<file path="config.mk">
export PLATFORM = sky130hd
export DESIGN_NAME = apu_wait_seq
export DESIGN_NICKNAME = d
export VERILOG_FILES = /design/src/rtl/apu_wait_pkg.sv /design/src/rtl/apu_wait_classify.sv /design/src/rtl/apu_wait_lut.sv /design/src/rtl/apu_wait_seq.sv
export SDC_FILE = /design/constraint.sdc
export NUM_CORES = 1
export LEC_CHECK = 0
export BUFFER_PORTS_ARGS = -buffer_cell sky130_fd_sc_hd__buf_2
export CORE_ASPECT_RATIO = 1.4
export CORE_MARGIN = 8
export CORE_UTILIZATION = 35
export DETAILED_ROUTE_END_ITERATION = 7
export GPL_TIMING_DRIVEN = 0
export PLACE_DENSITY = 0.71
export SETUP_SLACK_MARGIN = 0.3
export SYNTH_ARGS = -nofsm -noshare
export SYNTH_HDL_FRONTEND = slang
export SYNTH_SLANG_ARGS = --single-unit
</file>
<file path="constraint.sdc">
create_clock -name clk -period 2.5 [get_ports clk]
set_clock_uncertainty 0.05 [all_clocks]
set_input_delay 0.375 -clock clk [delete_from_list [all_inputs] [get_ports clk]]
set_output_delay 0.375 -clock clk [all_outputs]
set_load 0.02 [all_outputs]
</file>
<file path="src/rtl/apu_wait_pkg.sv">
`timescale 1ns/1ps
package apu_wait_pkg;

    localparam int SEL_W       = 2;
    localparam int MAX_STRETCH = 20;
    localparam int CNT_W       = $clog2(MAX_STRETCH + 1);

    typedef logic [SEL_W-1:0] sel_t;
    typedef logic [CNT_W-1:0] cnt_t;

    // Bus cycle length: the two slowest settings do not divide evenly
    // into the base clock and end up at 10 and 20 clocks.
    function automatic cnt_t stretch_of(input sel_t s);
        cnt_t r;
        case (s)
            2'd0:    r = cnt_t'(2);
            2'd1:    r = cnt_t'(4);
            2'd2:    r = cnt_t'(10);
            default: r = cnt_t'(MAX_STRETCH);
        endcase
        return r;
    endfunction

    // Timer quota keeps the plain power-of-two spacing.
    function automatic cnt_t advance_of(input sel_t s);
        return cnt_t'(2) << s;
    endfunction

    typedef struct packed {
        logic busy;
        cnt_t remain;      // busy clocks left after the current one
        cnt_t ticks_left;  // timer pulses still owed this cycle
        cnt_t stretch;
        cnt_t advance;
        logic int_cls;
        sel_t int_sel;
        sel_t ext_sel;
        logic rom_en;
    } seq_state_t;

endpackage

</file>
<file path="src/rtl/apu_wait_classify.sv">
`timescale 1ns/1ps
module apu_wait_classify #(
    parameter int ADDR_W     = 16,
    parameter int PAGE_SHIFT = 4,
    parameter int IO_PAGE    = 'h00F,
    parameter int ROM_BASE   = 'hFFC0
) (
    input  logic              addr_valid,
    input  logic [ADDR_W-1:0] addr,
    input  logic              rom_en,
    output logic              is_internal
);
    localparam int PAGE_W = ADDR_W - PAGE_SHIFT;

    logic io_hit;
    logic rom_hit;

    always_comb begin
        io_hit      = (addr[ADDR_W-1:PAGE_SHIFT] == PAGE_W'(IO_PAGE));
        rom_hit     = rom_en && (addr >= ADDR_W'(ROM_BASE));
        is_internal = !addr_valid || io_hit || rom_hit;
    end
endmodule

</file>
<file path="src/rtl/apu_wait_lut.sv">
`timescale 1ns/1ps
module apu_wait_lut
    import apu_wait_pkg::*;
(
    input  sel_t int_sel,
    input  sel_t ext_sel,
    input  logic use_int,
    output cnt_t stretch,
    output cnt_t advance
);
    sel_t pick;

    always_comb begin
        pick    = use_int ? int_sel : ext_sel;
        stretch = stretch_of(pick);
        advance = advance_of(pick);
    end
endmodule

</file>
<file path="src/rtl/apu_wait_seq.sv">
`timescale 1ns/1ps
module apu_wait_seq
    import apu_wait_pkg::*;
#(
    parameter int ADDR_W = 16
) (
    input  logic              clk,
    input  logic              rst_n,
    input  logic              req_valid,
    input  logic              addr_valid,
    input  logic [ADDR_W-1:0] addr,
    input  logic              cfg_wr,
    input  logic [7:0]        cfg_mode,
    input  logic              cfg_rom_en,
    output logic              busy,
    output logic              cycle_done,
    output logic              timer_tick,
    output logic [CNT_W-1:0]  stretch_cnt,
    output logic [CNT_W-1:0]  advance_cnt,
    output logic              cycle_internal
);
    seq_state_t s_d, s_q;
    logic       cls_int;
    cnt_t       stretch_w;
    cnt_t       advance_w;

    apu_wait_classify #(.ADDR_W(ADDR_W)) i_classify (
        .addr_valid (addr_valid),
        .addr       (addr),
        .rom_en     (s_q.rom_en),
        .is_internal(cls_int)
    );

    apu_wait_lut i_lut (
        .int_sel (s_q.int_sel),
        .ext_sel (s_q.ext_sel),
        .use_int (cls_int),
        .stretch (stretch_w),
        .advance (advance_w)
    );

    always_comb begin
        s_d = s_q;
        if (cfg_wr) begin
            s_d.int_sel = cfg_mode[7:6];
            s_d.ext_sel = cfg_mode[5:4];
            s_d.rom_en  = cfg_rom_en;
        end
        if (s_q.busy) begin
            if (s_q.remain == '0) s_d.busy   = 1'b0;
            else                  s_d.remain = s_q.remain - cnt_t'(1);
            if (s_q.ticks_left != '0) s_d.ticks_left = s_q.ticks_left - cnt_t'(1);
        end else if (req_valid) begin
            s_d.busy       = 1'b1;
            s_d.remain     = stretch_w - cnt_t'(1);
            s_d.ticks_left = advance_w;
            s_d.stretch    = stretch_w;
            s_d.advance    = advance_w;
            s_d.int_cls    = cls_int;
        end
    end

    always_ff @(posedge clk) begin
        if (!rst_n) begin
            s_q         <= '0;
            s_q.rom_en  <= 1'b1;
        end else begin
            s_q <= s_d;
        end
    end

    assign busy           = s_q.busy;
    assign cycle_done     = s_q.busy && (s_q.remain == '0);
    assign timer_tick     = s_q.busy && (s_q.ticks_left != '0);
    assign stretch_cnt    = s_q.stretch;
    assign advance_cnt    = s_q.advance;
    assign cycle_internal = s_q.int_cls;
endmodule

</file>
-- Word level (Yosys, flattened, before mapping)
Cells that the tools add are included.
- flip-flop bits (word level): 27
- $add $sub $neg: 3
- magnitude comparators: 1
- equal/unequal tests: 5
- shift operators: 1
- muxes and demuxes: 7
- bitwise operators: 1
- reduce and logical (&&, ||, !) cells: 13
- operators by type and width (kind ; number):
    two-way mux 22 bit ; 1
    >= comparator 16 bit (second input constant) ; 1
    one-hot mux 5 bit (3 select lines) ; 1
    subtractor 5 x 1 -> 5 bit (second input constant) ; 3
    == test 12 x 4 -> 1 bit (second input constant) ; 1
    two-way mux 11 bit ; 1
    two-way mux 5 bit ; 2
    AND reduction 2 bit ; 3
    logical NOT 5 bit ; 1
    nonzero test 5 bit ; 1
    << shifter 2 x 2 -> 5 bit (first input constant) ; 1
    logical AND 1 bit ; 3
    == test 2 x 1 -> 1 bit (second input constant) ; 1
    == test 2 bit (second input constant) ; 1
    logical NOT 2 bit ; 1
    logical OR 1 bit ; 2
    two-way mux 2 bit ; 1
    != test 2 x 1 -> 1 bit (second input constant) ; 1
    != test 2 bit (second input constant) ; 1
    nonzero test 2 bit ; 1
    logical NOT 1 bit ; 1
    two-way mux 1 bit ; 1
    NOT 1 bit ; 1

-- Logic depth before layout (Yosys ltp)
- depth in word-level cells: 9
- mapped depth: 8

-- By module
From an unflattened synthesis, not the netlist that was laid out.
- cell total of the unflattened synthesis: 190
- area, all modules: 1580.3 um^2
- modules (own cells, without submodules) (module ; times used ; cells each ; area each (um^2) ; sequential area each (um^2)):
    apu_wait_seq ; 1 ; 165 ; 1416.4 ; 540.5
    apu_wait_lut ; 1 ; 16 ; 105.1 ; 0.0
    apu_wait_classify ; 1 ; 9 ; 58.8 ; 0.0

-- Least setup slack after synthesis
No wires, ideal clock.
- kind: reg2reg
- from: reg s_q[16] (netlist name)
- to: reg s_q[19] (netlist name)
- library setup time: 0.133 ns
- arrival: 1.514 ns
- required time: 2.317 ns
- setup slack: 0.803 ns
- cell stages (with the launch flop): 9
- cell sequence: dfxtp_1 -> inv_1 -> ha_1 -> or3b_1 -> o21ai_2 -> inv_2 -> a21oi_1 -> a31o_2 -> a21oi_1
- longest elaborated chain between the ends: 3
- elaborated cells between the ends (all ways): 6
- RTL lines (element ; RTL line ; RTL):
    start, declared ; apu_wait_seq.sv:22 ; seq_state_t s_d, s_q;
    subtractor 5 x 1 -> 5 bit / nonzero test 5 bit (equally long branches) ; apu_wait_seq.sv:52 ; if (s_q.ticks_left != '0) s_d.ticks_left = s_q.ticks_left - cnt_t'(1);
    two-way mux 5 bit / != test 2 x 1 -> 1 bit (equally long branches) ; n/a ;
    two-way mux 11 bit / AND reduction 2 bit (equally long branches) ; n/a ;
Parallel ways exist; a longest one is shown, timed or not. The select of a mux whose other input is x is not followed.
A chain may end at the register's enable or synchronous reset.

-- Worst setup path in the final report
- from: reg s_q[16] (netlist name)
- to: out timer_tick
- longest elaborated chain between the ends: 2
- RTL lines (element ; RTL line ; RTL):
    nonzero test 5 bit ; apu_wait_seq.sv:74 ; assign timer_tick = s_q.busy && (s_q.ticks_left != '0);
    logical AND 1 bit ; apu_wait_seq.sv:74 ;
    end, declared ; apu_wait_seq.sv:17 ; output logic timer_tick,
Every way passes these cells.

==> reports/metrics.yaml <==
netlist_area_um2: 1280
arrival_ns: 1.64
crit_type: "flop to primary output"
first_pass_iters: 4
finalCriticalPeriod_ns: 2.06
postCtsHoldBufs: 0
rr_endpoint: "s_q[18]"
tightest_slew_ns: 0.494
antenna_left: 0
p_sw_frac: 0.281
fin_util: 0.443
ys_types: 39
power.clock.fraction: 0.331
drc_errors: 0
fin_nets: 220
synthToLayoutAreaGrowth_pct: 23.6
p_seq_frac: 0.433
slew_viol_final: 0
vias: 1134
synth.avg_cell_area_um2: 8.60
grt_pass1_vias: 1168
grt_usage: 0.101
reg2regPathDepth: 8
finalCritPeriodShare: 0.825
postSynthCellCount: 149
htreeDepth: 1
hpwl_um: 2170
drt-met1-wl_um: 1160
rsz0062_at_grt: "false"
max-slew-margin-rel: 0.661
highest_layer: "met4"
synth_largest_area_cell: "dfxtp_1"
grt_overflow: 0
ios: 44
leakage_nw: 0.742
fin_area_um2: 1580
io_buffers: 32
drt_iter0_drc: 43
core_area_um2: 3580
cts.clk_slew.worst_paths_ns: 0.08
fin_tns_setup_ns: 0
cp-end-kind: "primary output"
power_density_nw_per_um2: 651
status: "finished, final reports clean"
max_cap_violations: 0
row_count: 26
max_freq_mhz: 485
critical_path_required_ns: 2.08
layout_commonest_cell: "buf_2"
vias_per_cell: 4.95
synth_warnings: 0
netlist_top_cells_area: "dfxtp_1 38%, mux2i_1 7.8%, buf_4 5.9%, nor2_1 4.4%, nand2_1 4.1%"
grt_max_degree: 15
seq_area_frac_synth: 0.375
reg2reg_from: "s_q[16]"
synth_top_cell_area_share: 0.375
antenna_found_initial: 0
critical_path.startpoint: "s_q[16]"
power_frac_comb: 0.237
wl_met2_um: 1330
post_drt_wl_per_cell_um: 12.0
cp_max_fo: 4
die_area_um2: 5880
cts_tree: "yes"
drt-total-wl_um: 2750
peakVddDrop_mv: 0.314
p_int_w: 0.000741
setup_viol: 0
antenna_cells: 0
start_util: 0.358
place_congestion: 0.820
insertion_delay_ns: 0.27
p_sw_w: 0.000290
ys_ff_latch: 24
postPlaceCellArea_um2: 1500
cts_root_buffer: "clkbuf_8"
fp.dieW_um: 67.1
drive_gt1_frac: 0.299
worst_setup_path_start_kind: "flop"
cts_sinks: 24
endpoint: "timer_tick"
fill_cells: 393
clk_path_buf_depth: 2
hold_violations: 0
r2r_slack_ns: 0.73
mostFrequentLayoutCells: "33 x buf_2, 24 x dfxtp_1, 15 x nor2_1"
hp-class: "input port to flop"
grt_pass1_wl_um: 4770
die_h_um: 87.6
cts_buffers: 3
dr_wl_met3_um: 193
## flip-flops by register name, indices dropped and copies added, names as in the netlist
name	cells
advance_cnt	3
stretch_cnt	4
s_q	15
cycle_internal	1
busy	1
## per-stage QoR
| stage | hold WS [ns] | std cells | worst slack (ns) | power, W |
|---|---|---|---|---|
| 3_5_place_dp | 0.410 | 224 | 0.568 | 0.000696 |
| 3_3_place_gp | 0.405 | 224 | 0.571 | 0.000691 |
| 2_1_floorplan | 0.391 | 150 | 0.803 | 0.000629 |
| 6_report | 0.269 | 229 | 0.436 | 0.00103 |
| 4_1_cts | 0.267 | 228 | 0.325 | 0.00104 |
| 5_1_grt | 0.285 | 229 | 0.337 | 0.00109 |
## cell type report
| type | instances | area, µm² | share of cell area |
|---|---|---|---|
| inverters | 7 | 26.3 | 0.0166 |
| multi-input cells | 103 | 687 | 0.434 |
| clock inverters | 1 | 30.0 | 0.0190 |
| plain buffers | 16 | 98.8 | 0.0624 |
| clock buffers | 3 | 41.3 | 0.0261 |
| well taps | 42 | 52.6 | 0.0332 |
| repair buffers | 33 | 168 | 0.106 |
| flip-flops and latches | 24 | 480 | 0.303 |
## power by group through the flow
stage                     Sequential, W  Clock (W)  Combinational (W)
after global routing           0.000453   0.000365           0.000276
after global placement         0.000454          0           0.000236
after floorplan                0.000452          0           0.000176
after CTS                      0.000446   0.000350           0.000242
after detailed placement       0.000455          0           0.000241
final                          0.000446   0.000341           0.000244
## layer usage
layer / vias to the layer above / GRT usage
met4: 0 / 0.0573
met3: 5 / 0.0230
met1: 508 / 0.112
met5: - / 0
li1: 587 / -
met2: 34 / 0.171
## worst max-delay path: stages (launching register included)
cell and delay (ns):
dfxtp_1 0.34, inv_1 0.06, ha_1 0.20, or3b_1 0.40, o21ai_4 0.17, inv_2 0.05, buf_2 0.15
## Yosys cell counts
cell	instances
nand4bb_1	1
ha_1	2
o22ai_1	1
nand4_1	2
a21oi_1	7
a32o_1	2
a311oi_1	1
clkbuf_1	5
nor2b_1	8
o311ai_0	1
a31o_2	1
a311oi_2	1
o41ai_4	1
a21boi_0	2
buf_2	1
nand3b_1	1
nor4_1	1
and2_1	3
nand2_1	14
o21ai_2	1
a21oi_2	1
nor2_1	15
buf_4	10
a22o_1	1
o21ai_0	7
nor3_1	3
conb_1	1
and3_1	1
o31a_1	1
inv_1	6
nor4_2	1
or3b_1	1
nand2b_1	2
nand3_1	5
o211a_1	2
inv_2	1
o41ai_2	1
mux2i_1	10
dfxtp_1	24
## worst min-delay path by stage
stage	slack, ns	depth (start not counted)	to	start
final	0.27	3	s_q[0]	cfg_rom_en
after global routing	0.29	3	s_q[0]	cfg_rom_en
after CTS	0.27	3	s_q[0]	cfg_rom_en
after detailed placement	0.41	2	advance_cnt[2]	advance_cnt[2]
after global placement	0.40	2	advance_cnt[3]	advance_cnt[3]
after floorplan	0.39	2	s_q[0]	s_q[0]
## kinds of logic after synthesis
group / synth area share
muxes: 0.0781
buffers and inverters: 0.0976
DFF: 0.375
adders and majority gates: 0.0195
AOI/OAI and AO/OA: 0.196
other: 0.00293
and+or+nand+nor: 0.230
## timing repair
action                                  4_1_cts  5_1_grt
buffers inserted                              0        1
gates resized for setup                       0        1
endpoints found under the setup margin        0        1
Power figures use the tool's default switching activity.
